$ cat src/rtl/lin_hdr_pkg.sv
package lin_hdr_pkg;
    localparam int BRK_LOW   = 13;
    localparam int FRAME_W   = BRK_LOW + 1;
    localparam int CHAR_BITS = 10;
    localparam int CNT_W     = $clog2(FRAME_W);
    localparam logic [7:0] SYNC_CHAR = 8'h55;

    typedef enum logic [2:0] {
        ST_IDLE,
        ST_ARM,
        ST_BREAK,
        ST_SYNC,
        ST_IDENT
    } hdr_state_t;

    function automatic logic [FRAME_W-1:0] char_frame(input logic [7:0] b);
        logic [FRAME_W-1:0] f;
        f = '1;
        f[CHAR_BITS-1:0] = {1'b1, b, 1'b0};
        return f;
    endfunction

    function automatic logic [FRAME_W-1:0] break_frame();
        logic [FRAME_W-1:0] f;
        f = '0;
        f[FRAME_W-1] = 1'b1;
        return f;
    endfunction
endpackage

$ cat src/rtl/lin_hdr_parity.sv
module lin_hdr_parity (
    input  logic       par_en,
    input  logic [7:0] raw_id,
    output logic [7:0] prot_id
);
    logic p_lo, p_hi;

    always_comb begin
        p_lo = raw_id[0] ^ raw_id[1] ^ raw_id[2] ^ raw_id[4];
        p_hi = ~(raw_id[1] ^ raw_id[3] ^ raw_id[4] ^ raw_id[5]);
        prot_id = par_en ? {p_hi, p_lo, raw_id[5:0]} : raw_id;
    end
endmodule

$ cat src/rtl/lin_hdr_shift.sv
module lin_hdr_shift #(
    parameter int W = 14
) (
    input  logic         clk,
    input  logic         rst_n,
    input  logic         load,
    input  logic         shift,
    input  logic [W-1:0] frame,
    output logic         txd
);
    logic [W-2:0] rest;

    always_ff @(posedge clk or negedge rst_n) begin
        if (!rst_n) begin
            txd  <= 1'b1;
            rest <= '1;
        end else if (load) begin
            txd  <= frame[0];
            rest <= frame[W-1:1];
        end else if (shift) begin
            txd  <= rest[0];
            rest <= {1'b1, rest[W-2:1]};
        end
    end
endmodule

$ cat src/rtl/lin_hdr_ctrl.sv
module lin_hdr_ctrl
    import lin_hdr_pkg::*;
(
    input  logic               clk,
    input  logic               rst_n,
    input  logic               baud_tick,
    input  logic               id_wr,
    input  logic [7:0]         id_prot,
    input  logic               clr_status,
    output logic               load,
    output logic               shift,
    output logic [FRAME_W-1:0] frame,
    output logic               tx_ready,
    output logic               brk_done,
    output logic               id_done,
    output hdr_state_t         st,
    output logic [CNT_W-1:0]   bit_cnt,
    output logic [7:0]         id_q
);
    hdr_state_t st_nx;
    logic       accept;
    logic       field_end;
    logic [CNT_W-1:0] last_idx;

    always_comb begin
        unique case (st)
            ST_BREAK: last_idx = CNT_W'(BRK_LOW);
            default:  last_idx = CNT_W'(CHAR_BITS - 1);
        endcase
    end

    assign accept    = (st == ST_IDLE) && id_wr;
    assign field_end = baud_tick && (bit_cnt == last_idx);

    always_comb begin
        st_nx = st;
        load  = 1'b0;
        shift = 1'b0;
        frame = '1;
        unique case (st)
            ST_IDLE:  if (accept) st_nx = ST_ARM;
            ST_ARM: if (baud_tick) begin
                st_nx = ST_BREAK;
                load  = 1'b1;
                frame = break_frame();
            end
            ST_BREAK: if (baud_tick) begin
                if (field_end) begin
                    st_nx = ST_SYNC;
                    load  = 1'b1;
                    frame = char_frame(SYNC_CHAR);
                end else shift = 1'b1;
            end
            ST_SYNC: if (baud_tick) begin
                if (field_end) begin
                    st_nx = ST_IDENT;
                    load  = 1'b1;
                    frame = char_frame(id_q);
                end else shift = 1'b1;
            end
            ST_IDENT: if (baud_tick) begin
                shift = 1'b1;
                if (field_end) st_nx = ST_IDLE;
            end
            default: st_nx = ST_IDLE;
        endcase
    end

    always_ff @(posedge clk or negedge rst_n) begin
        if (!rst_n) st <= ST_IDLE;
        else        st <= st_nx;
    end

    always_ff @(posedge clk or negedge rst_n) begin
        if (!rst_n) begin
            bit_cnt  <= '0;
            id_q     <= '0;
            tx_ready <= 1'b1;
            brk_done <= 1'b0;
            id_done  <= 1'b0;
        end else begin
            if (load)       bit_cnt <= '0;
            else if (shift) bit_cnt <= bit_cnt + 1'b1;
            if (accept) id_q <= id_prot;
            if (accept)
                tx_ready <= 1'b0;
            else if (st == ST_SYNC && field_end)
                tx_ready <= 1'b1;
            if (st == ST_BREAK && field_end) brk_done <= 1'b1;
            else if (clr_status)             brk_done <= 1'b0;
            if (st == ST_IDENT && field_end) id_done <= 1'b1;
            else if (clr_status)             id_done <= 1'b0;
        end
    end
endmodule

$ cat src/rtl/lin_hdr_tx.sv
module lin_hdr_tx
    import lin_hdr_pkg::*;
(
    input  logic       clk,
    input  logic       rst_n,
    input  logic       baud_tick,
    input  logic       id_wr,
    input  logic [7:0] id_data,
    input  logic       par_en,
    input  logic       clr_status,
    output logic       txd,
    output logic       tx_ready,
    output logic       brk_done,
    output logic       id_done
);
    logic [7:0]         id_prot;
    logic               load, shift;
    logic [FRAME_W-1:0] frame;
    hdr_state_t         st;
    logic [CNT_W-1:0]   bit_cnt;
    logic [7:0]         id_q;

    lin_hdr_parity u_par (
        .par_en  (par_en),
        .raw_id  (id_data),
        .prot_id (id_prot)
    );

    lin_hdr_ctrl u_ctrl (
        .clk        (clk),
        .rst_n      (rst_n),
        .baud_tick  (baud_tick),
        .id_wr      (id_wr),
        .id_prot    (id_prot),
        .clr_status (clr_status),
        .load       (load),
        .shift      (shift),
        .frame      (frame),
        .tx_ready   (tx_ready),
        .brk_done   (brk_done),
        .id_done    (id_done),
        .st         (st),
        .bit_cnt    (bit_cnt),
        .id_q       (id_q)
    );

    lin_hdr_shift #(.W(FRAME_W)) u_shift (
        .clk   (clk),
        .rst_n (rst_n),
        .load  (load),
        .shift (shift),
        .frame (frame),
        .txd   (txd)
    );
endmodule

$ cat config.mk
export PLATFORM = sky130hd
export DESIGN_NAME = lin_hdr_tx
export DESIGN_NICKNAME = d
export VERILOG_FILES = /design/src/rtl/lin_hdr_pkg.sv /design/src/rtl/lin_hdr_parity.sv /design/src/rtl/lin_hdr_shift.sv /design/src/rtl/lin_hdr_ctrl.sv /design/src/rtl/lin_hdr_tx.sv
export SDC_FILE = /design/constraint.sdc
export NUM_CORES = 1
export LEC_CHECK = 0
export ABC_AREA = 1
export BUFFER_PORTS_ARGS = -buffer_cell sky130_fd_sc_hd__buf_2
export CORE_MARGIN = 2
export CORE_UTILIZATION = 39
export DETAILED_ROUTE_END_ITERATION = 10
export GPL_TIMING_DRIVEN = 0
export PLACE_DENSITY = 0.54
export SYNTH_ARGS = -nofsm -noshare
export SYNTH_HDL_FRONTEND = slang
export SYNTH_SLANG_ARGS = --single-unit
$ cat constraint.sdc
create_clock -name clk -period 2.08 [get_ports clk]
set_input_delay 0.52 -clock clk [delete_from_list [all_inputs] [get_ports clk]]
set_output_delay 0.52 -clock clk [all_outputs]
set_load 0.1 [all_outputs]
==> results of run 1 <==
power by group through the flow:
stage	combinational (W)	clock, W	sequential, W
6_report	0.00116	0.000441	0.00109
5_1_grt	0.00137	0.000487	0.00113
4_1_cts	0.00119	0.000466	0.00110
3_5_place_dp	0.00118	0	0.00111
3_3_place_gp	0.00117	0	0.00110
2_1_floorplan	0.000817	0	0.00122
flip-flops by register name, summed over array words and instances, names as in the netlist:
signal           cells
u_ctrl.id_done       1
u_ctrl.st            3
u_shift.txd          1
u_ctrl.bit_cnt       4
u_ctrl.brk_done      1
u_ctrl.tx_ready      1
u_ctrl.id_q          8
u_shift.rest        12
synthesized netlist by cell type:
cell type	instances	share of area [%]
dfstp_2	14	21
nand3_2	3	1.7
inv_1	27	5.8
a21oi_2	1	0.51
o2111ai_1	1	0.51
o211ai_1	2	0.87
nand3_1	10	2.9
xnor2_1	4	2.0
buf_4	2	0.87
nand2_4	1	0.65
nand2_1	92	20
nand4_1	2	0.72
nand3_4	1	1.0
o22ai_1	2	0.72
o21ai_0	15	4.3
buf_2	2	0.58
nor2_4	4	2.6
a21oi_1	3	0.87
ha_1	2	1.4
dfrtp_1	17	25
nor3_1	3	0.87
nor2_1	11	2.4
nand2_2	2	0.72
a21boi_0	1	0.43
buf_6	2	1.3
inv_2	2	0.43
stage by stage:
| stage | setup WS [ns] | cell area [sq um] | util [%] |
|---|---|---|---|
| after CTS | 0.318 | 1960 | 45.3 |
| after detailed placement | 0.157 | 1880 | 43.4 |
| after global placement | 0.147 | 1880 | 43.4 |
| final | 0.336 | 1960 | 45.3 |
| after global routing | 0.100 | 1960 | 45.3 |
| after floorplan | 0.509 | 1730 | - |
metal layers:
| layer | global-route usage, % | wire [um] | up-vias |
|---|---|---|---|
| met3 | 4.42 | 106 | 6 |
| met1 | 21.1 | 1700 | 625 |
| met4 | 6.29 | 57 | 0 |
| met5 | 0 | 0 | - |
| met2 | 26.0 | 1500 | 15 |
| li1 | - | - | 748 |
final cells by class:
class                           count  area (sq um)
Buffer                              6          47.5
Clock buffer                        7          76.3
Clock inverter                      1          5.00
Fill cell                         469          2360
Inverter                           29           109
Multi-Input combinational cell    160           783
Sequential cell                    31           793
Tap cell                           52          65.1
Timing Repair Buffer               16          80.1
worst min-delay path by stage:
| stage | end | cells after the start | slack [ns] | from |
|---|---|---|---|---|
| detailed placement | u_shift.txd | 2 | 0.45 | u_shift.txd |
| CTS | u_ctrl.st[0] | 1 | 0.30 | rst_n |
| floorplan | u_ctrl.bit_cnt[0] | 0 | 0.22 | rst_n |
| global placement | u_shift.txd | 2 | 0.45 | u_shift.txd |
| global route | u_ctrl.st[0] | 1 | 0.33 | rst_n |
| finish | u_ctrl.st[0] | 1 | 0.28 | rst_n |
kinds of logic after synthesis:
logic type,Yosys count,synth area share [%]
AOI/OAI and AO/OA,25,8.23
xor gates and xnor gates,4,2.02
adders and majority gates,2,1.44
buffers and inverters,35,9.03
DFF,31,45.8
and+or+nand+nor,129,33.5
==> run metrics, run 1 <==
critical path startpoint=u_shift.txd; Initial Utilization=40.1%; CP required=1.56 ns; ANT cells=0; hold buffer count at cts=0; WP data arrival=1.22 ns; CP bufs+invs=1; Net Sw Frac=41.7%; Syn. warnings=0; worst skew pair latency=0.28 ns; FF+latch count, synth=31; maximum fanout count along the critical path=2; Final HPWL DP=2.52 mm; Total Power=0.00270 W; Crit path max-delay family=flip-flops; R2R Path Start=u_ctrl.bit_cnt[1]; cts repair resizes=0; CP Capture Point=txd; Max-Cap Viols=0; fin nets=265; CTS Root Cell=clkbuf_8; Max-slew headroom=54.2%; final worst path period need=1.74 ns; Setup Buffers After CTS=0; largest stage delay on the critical path=0.53 ns; RSZ-0062 raised after global routing=no; Setup crit end kind=primary output; Max clock buf depth=2; clock share of power=16.3%; Vias=1394; Comb pwr share=43.1%; P&R area growth vs syn=13.1%; first-pass iteration count of the detailed router=4; Power Density=1380 mW/mm^2; TritonCTS clock tree=yes; Mapped Area=0.00173 sq mm; Worst-path clk slew=0.06 ns; critical path launch point type=flop; switching power=0.00113 W; Slew Limit Fails=0; Core Box Area=0.00432 sq mm; Worst Skew=0.00821 ns; Leak=1.02 nW; clock sinks=31; Syn Nets=242; final hold viol count=0; setup TNS=0 ns; status=completed; Seq pwr share=40.6%; crit-path cells=buf_2; Synth Instances=226; Final Non-Filler Cells=302; number of global-route vias before repair=1432; Pint=0.00157 W; Slew @ Worst Pin=0.686 ns; global-route wire length before repair=6.31 mm; post-synthesis sequential area ratio=45.8%; floorplan row count=24; CP max stage cell=dfstp_2; Die W=70.7 um; Final ANT Viol Nets=0; Crit path depth=1; Post-Syn Area per Cell=7.67 sq um; reg-to-reg endpoint=u_shift.rest[5]; most frequent cells in the layout=92 x nand2_1, 27 x inv_1, 18 x buf_2; kind of critical path=reg2out; dpl cells=294; wire per inst=11.1 um; leading cell type in the layout, fill and taps excluded=nand2_1; starting DRC count in detailed routing=82; # H-tree levels=2; GR Overflow Total=0; initial antenna violation count=0; die height=70.7 um; CTS Buf Count=5; Register-to-Register Path Depth=12; Max Fclk=0.573 GHz; GP Congestion=0.774; Tcrit/Tclk final=83.9%; layout cell share with drive strength beyond 1=22.4%; largest net degree at the start of global routing=32; total global-route track usage=16.3%; hold crit path type=in2async; VDD IR-drop max=605 uV; count of cell types in the netlist=26; die area=0.00499 sq mm; r2r setup slk=0.37 ns; tightest hold margin=0.280 ns; final setup fails=0; DRC Markers=0; PortBufs=16; Via density=4.62; drt total wl=3.36 mm; # IOs=18
No activity file was read; power rests on OpenSTA's default activity.
==> run 2: changes to the inputs <==
==> constraint.sdc (replaced) <==
create_clock -name clk -period 1.67 [get_ports clk]
set_input_delay 0.4175 -clock clk [delete_from_list [all_inputs] [get_ports clk]]
set_output_delay 0.4175 -clock clk [all_outputs]
set_load 0.1 [all_outputs]
==> run metrics, run 2 (synthesis results as in run 1) <==
post-route cell area=0.00215 sq mm (+10%); number of global-route vias before repair=1448 (+1.1%); hold crit path type=in2async; final setup fails=0 (unchanged); DRC Markers=0 (unchanged); Setup crit end kind=flop; # IOs=18 (unchanged); ANT cells=0 (unchanged); Vias=1485 (+6.5%); worst skew pair latency=0.28 ns (about the same); Max-Cap Viols=0 (unchanged); CTS Root Cell=clkbuf_8; first-pass iteration count of the detailed router=4 (unchanged); maximum fanout count along the critical path=6 (+4); global-route wire length before repair=6.37 mm (+0.87%); die area=0.00499 sq mm (unchanged); Net Sw Frac=41.6% (-0.12 points); clock sinks=31 (unchanged); TritonCTS clock tree=yes; # fillers=450 (-4.1%); most used routing layer=met2; kind of critical path=reg2reg; Die W=70.7 um (unchanged); drt total wl=3.67 mm (+9.2%); Final HPWL DP=2.52 mm (unchanged); PortBufs=16 (unchanged); Comb pwr share=47.5% (+4.4 points); final worst path period need=1.60 ns; Initial Utilization=40.1% (unchanged); VDD IR-drop max=806 uV (+33%); met2 usage=26.2% (+0.21 points); Slew Limit Fails=0 (unchanged); total global-route track usage=16.4% (+0.15 points); leading cell type in the layout, fill and taps excluded=nand2_1; wire per inst=11.6 um (+4.1%); Global Route met1 Usage=21.4% (+0.27 points); GR Overflow Total=0 (unchanged); WP data arrival=1.82 ns (+0.60 ns); CP required=1.89 ns (+0.33 ns); GR Util met3=4.42% (unchanged); fin nets=280 (+5.7%); die height=70.7 um (unchanged); Pint=0.00217 W (+38%); largest net degree at the start of global routing=32 (unchanged); Worst Skew=0.00926 ns (+0.00105 ns); # H-tree levels=2 (unchanged); Biggest register=u_shift.rest; Slew @ Worst Pin=0.683 ns (-0.00355 ns); max reg flops=12 (unchanged); Leak=1.10 nW (+7.9%); Max Fclk=0.624 GHz; Tcrit/Tclk final=96.0%; Worst-path clk slew=0.06 ns (about the same); final hold viol count=0 (unchanged); Max-slew headroom=54.5% (+0.24 points); critical path launch point type=flop; RSZ-0062 raised after global routing=yes; Power Density=1730 mW/mm^2 (+25%); CTS Buf Count=5 (unchanged); dpl cell area=0.00188 sq mm (unchanged); biggest regs=u_shift.rest (12), u_ctrl.id_q (8), u_ctrl.bit_cnt (4); GP Congestion=0.774 (unchanged); P&R area growth vs syn=24.3%; multi-input logic area=846 sq um (+8.0%); Max clock buf depth=2 (unchanged); switching power=0.00155 W (+37%); Final ANT Viol Nets=0 (unchanged); floorplan row count=24 (unchanged); layout cell share with drive strength beyond 1=35.1% (+13 points); Via density=4.68 (+1.5%); status=completed; starting DRC count in detailed routing=67 (-18%); most frequent cells in the layout=76 x nand2_1, 24 x inv_1, 16 x dfrtp_1; Core Box Area=0.00432 sq mm (unchanged); Seq pwr share=37.6% (-3.0 points); Post-Route Utilization=49.8% (+4.5 points); clock share of power=14.9% (-1.4 points); Reg area=795 sq um (+0.16%); initial antenna violation count=0 (unchanged)
[run 2: path summary, 6_finish.rpt]
path / startpoint / end / slack (ns) / cells past startpoint
worst max register to register: u_ctrl.st[2] / u_ctrl.bit_cnt[0] / 0.07 / 11
worst min-delay path: rst_n / u_ctrl.st[0] / 0.17 / 1
worst min register to register: u_shift.rest[11] / u_shift.rest[11] / 0.46 / 2
worst max-delay path: u_ctrl.st[2] / u_ctrl.bit_cnt[0] / 0.07 / 11
max in group asynchronous: rst_n / u_ctrl.st[1] / 1.02 / 1
min in group clk: clr_status / u_ctrl.id_done / 0.33 / 2
[run 2: metal layers]
layer / routed length [um] / up-vias
met1: 1800 / 686
met4: 57 / 0
li1: - / 782
met3: 100 / 6
met2: 1710 / 11
met5: 0 / -
[run 2: what timing repair did]
item / CTS / global route
hold buffers: 0 / 0
resized for setup: 3 / 29
pin swaps: 2 / 12
cloned: 0 / 1
endpoints found under the setup margin: 15 / 28
buffers inserted: 4 / 10
[run 2: worst max-delay path: stages (launching register included)]
cell and delay (ns):
dfrtp_1 0.37, buf_6 0.13, nor2_4 0.14, nand2_2 0.08
nand2_1 0.07, nand3_2 0.09, nand3_2 0.10, nand2_4 0.08
nor2_4 0.21, buf_6 0.16, nand2_2 0.05, nand2_1 0.06
[run 2: layout make-up]
cell class / count / area share, %
plain buffers: 6 / 2.67
clock buffers: 7 / 3.54
repair buffers: 31 / 9.35
inverters: 29 / 5.05
well taps: 52 / 3.02
clock inverters: 1 / 0.232
multi-input cells: 160 / 39.3
flip-flops and latches: 31 / 36.9
[run 2: power by group through the flow]
stage	Sequential [W]	Combinational, W	Clock [W]
CTS	0.00137	0.00152	0.000580
global route	0.00144	0.00202	0.000606
global placement	0.00137	0.00146	0
finish	0.00140	0.00177	0.000553
detailed placement	0.00138	0.00147	0
floorplan	0.00152	0.00102	0
[run 2: stage by stage]
step	instances	hold slack (ns)	setup slack (ns)	setup TNS [ns]	power [W]
floorplan	226	0.122	0.196	0	0.00254
global placement	294	0.452	-0.161	-1.77	0.00284
detailed placement	294	0.454	-0.151	-1.61	0.00285
CTS	306	0.201	0.0108	0	0.00347
global route	317	0.223	-0.0571	-0.551	0.00407
finish	317	0.173	0.0669	0	0.00372
==> run 3: changes to the inputs <==
==> constraint.sdc (replaced) <==
create_clock -name clk -period 1.67 [get_ports clk]
set_input_delay 0.4175 -clock clk [delete_from_list [all_inputs] [get_ports clk]]
set_output_delay 0.4175 -clock clk [all_outputs]
set_load 0.01 [all_outputs]
==> run metrics, run 3 (synthesis results as in run 1) <==
largest net degree at the start of global routing=32 (unchanged); VDD IR-drop max=805 uV (about the same); P&R area growth vs syn=24.0%; Net Sw Frac=39.0% (-2.6 points); RSZ-0062 raised after global routing=yes; post-route cell area=0.00215 sq mm (-0.23%); Comb pwr share=44.9% (-2.6 points); floorplan row count=24 (unchanged); Setup crit end kind=flop; Worst-path clk slew=0.06 ns (about the same); wire per inst=11.6 um (about the same); ANT cells=0 (unchanged); starting DRC count in detailed routing=67 (unchanged); die area=0.00499 sq mm (unchanged); Pint=0.00216 W (-0.50%); Tcrit/Tclk final=96.0% (about the same); hold crit path type=in2async; status=completed; Max Fclk=0.624 GHz (about the same); final setup fails=0 (unchanged); leading cell type in the layout, fill and taps excluded=nand2_1; switching power=0.00138 W (-11%); number of global-route vias before repair=1448 (unchanged); max reg flops=12 (unchanged); Post-Route Utilization=49.7% (-0.12 points); layout cell share with drive strength beyond 1=35.1% (unchanged); most frequent cells in the layout=76 x nand2_1, 24 x inv_1, 17 x buf_2; global-route wire length before repair=6.37 mm (unchanged); clock sinks=31 (unchanged); CP Capture Point=u_ctrl.bit_cnt[0]; die height=70.7 um (unchanged); DRC Markers=0 (unchanged); Leak=1.10 nW (about the same); CTS Root Cell=clkbuf_8; Register-to-Register Path Depth=11 (unchanged); critical path launch point type=flop; Slew @ Worst Pin=0.683 ns (-0.0000247 ns); Total Power=0.00354 W (-4.8%); clock share of power=15.6% (+0.7 points); initial antenna violation count=0 (unchanged); Final HPWL DP=2.52 mm (unchanged); Power Density=1650 mW/mm^2 (-4.6%); Worst Skew=0.00922 ns (-0.0000394 ns); first-pass iteration count of the detailed router=4 (unchanged); Max clock buf depth=2 (unchanged); total global-route track usage=16.4% (unchanged); final hold viol count=0 (unchanged); Initial Utilization=40.1% (unchanged); WP data arrival=1.82 ns (about the same); Slew Limit Fails=0 (unchanged); GP Congestion=0.774 (unchanged); # H-tree levels=2 (unchanged); Core Box Area=0.00432 sq mm (unchanged); biggest regs=u_shift.rest (12), u_ctrl.id_q (8), u_ctrl.bit_cnt (4); # IOs=18 (unchanged); CP required=1.89 ns (about the same); Seq pwr share=39.5% (+1.9 points); Vias=1485 (unchanged); hold buffer count at cts=0 (unchanged); CTS Buf Count=5 (unchanged); Max-slew headroom=54.5% (about the same); kind of critical path=reg2reg; GR Overflow Total=0 (unchanged); Die W=70.7 um (unchanged); reg-to-reg endpoint=u_ctrl.bit_cnt[0]; R2R Path Start=u_ctrl.st[2]; PortBufs=16 (unchanged); drt total wl=3.67 mm (about the same); Max-Cap Viols=0 (unchanged); worst skew pair latency=0.28 ns (about the same); critical path startpoint=u_ctrl.st[2]; Via density=4.68 (unchanged); fin nets=280 (unchanged); dpl cell area=0.00188 sq mm (unchanged); TritonCTS clock tree=yes; Biggest register=u_shift.rest; r2r setup slk=0.07 ns (about the same); final worst path period need=1.60 ns (-0.0000575 ns); Final ANT Viol Nets=0 (unchanged); setup TNS=0 ns (unchanged); maximum fanout count along the critical path=6 (unchanged)
-- run 3: worst min path at each step --
stage                           start                 to  cells past startpoint
after floorplan                 rst_n  u_ctrl.bit_cnt[0]                      0
after global placement    u_shift.txd        u_shift.txd                      2
after detailed placement  u_shift.txd        u_shift.txd                      2
after CTS                       rst_n       u_ctrl.st[0]                      1
after global routing            rst_n       u_ctrl.st[0]                      1
final                           rst_n       u_ctrl.st[0]                      1
-- run 3: final cells by class --
class	instances	area, sq um
plain buffers	6	57.6
clock buffers	7	76.3
well taps	52	65.1
clock inverters	1	5.00
flip-flops and latches	31	795
multi-input cells	160	846
repair buffers	31	196
fillers	452	2170
inverters	29	109
-- run 3: worst max-delay path, cell delays in order (launching register included) --
cell and delay [ns]:
dfrtp_1 0.37, buf_6 0.13, nor2_4 0.14, nand2_2 0.08
nand2_1 0.07, nand3_2 0.09, nand3_2 0.10, nand2_4 0.08
nor2_4 0.21, buf_6 0.16, nand2_2 0.05, nand2_1 0.06
-- run 3: per-layer routing --
metal / wire (um) / track usage, %
met1: 1800 / 21.4
met2: 1710 / 26.2
met3: 100 / 4.42
met4: 57 / 6.29
met5: 0 / 0
-- run 3: through the flow --
stage	worst slack [ns]	std cells	hold WS (ns)
2_1_floorplan	0.196	226	0.122
3_3_place_gp	-0.161	294	0.452
3_5_place_dp	-0.151	294	0.454
4_1_cts	0.0247	306	0.201
5_1_grt	-0.0571	317	0.223
6_report	0.0670	317	0.173
-- run 3: what timing repair did --
item                                    CTS  global route
buffers inserted                          4            10
gates resized for setup                   3            27
pin swaps                                 2            12
endpoints found under the setup margin   15            26
cloned                                    0             1
-- run 3: power groups by stage --
stage | Sequential, W | Combinational [W] | Clock [W]
5_1_grt | 0.00144 | 0.00184 | 0.000606
2_1_floorplan | 0.00135 | 0.00102 | 0
4_1_cts | 0.00137 | 0.00135 | 0.000580
6_report | 0.00140 | 0.00159 | 0.000553
3_5_place_dp | 0.00138 | 0.00131 | 0
3_3_place_gp | 0.00137 | 0.00129 | 0
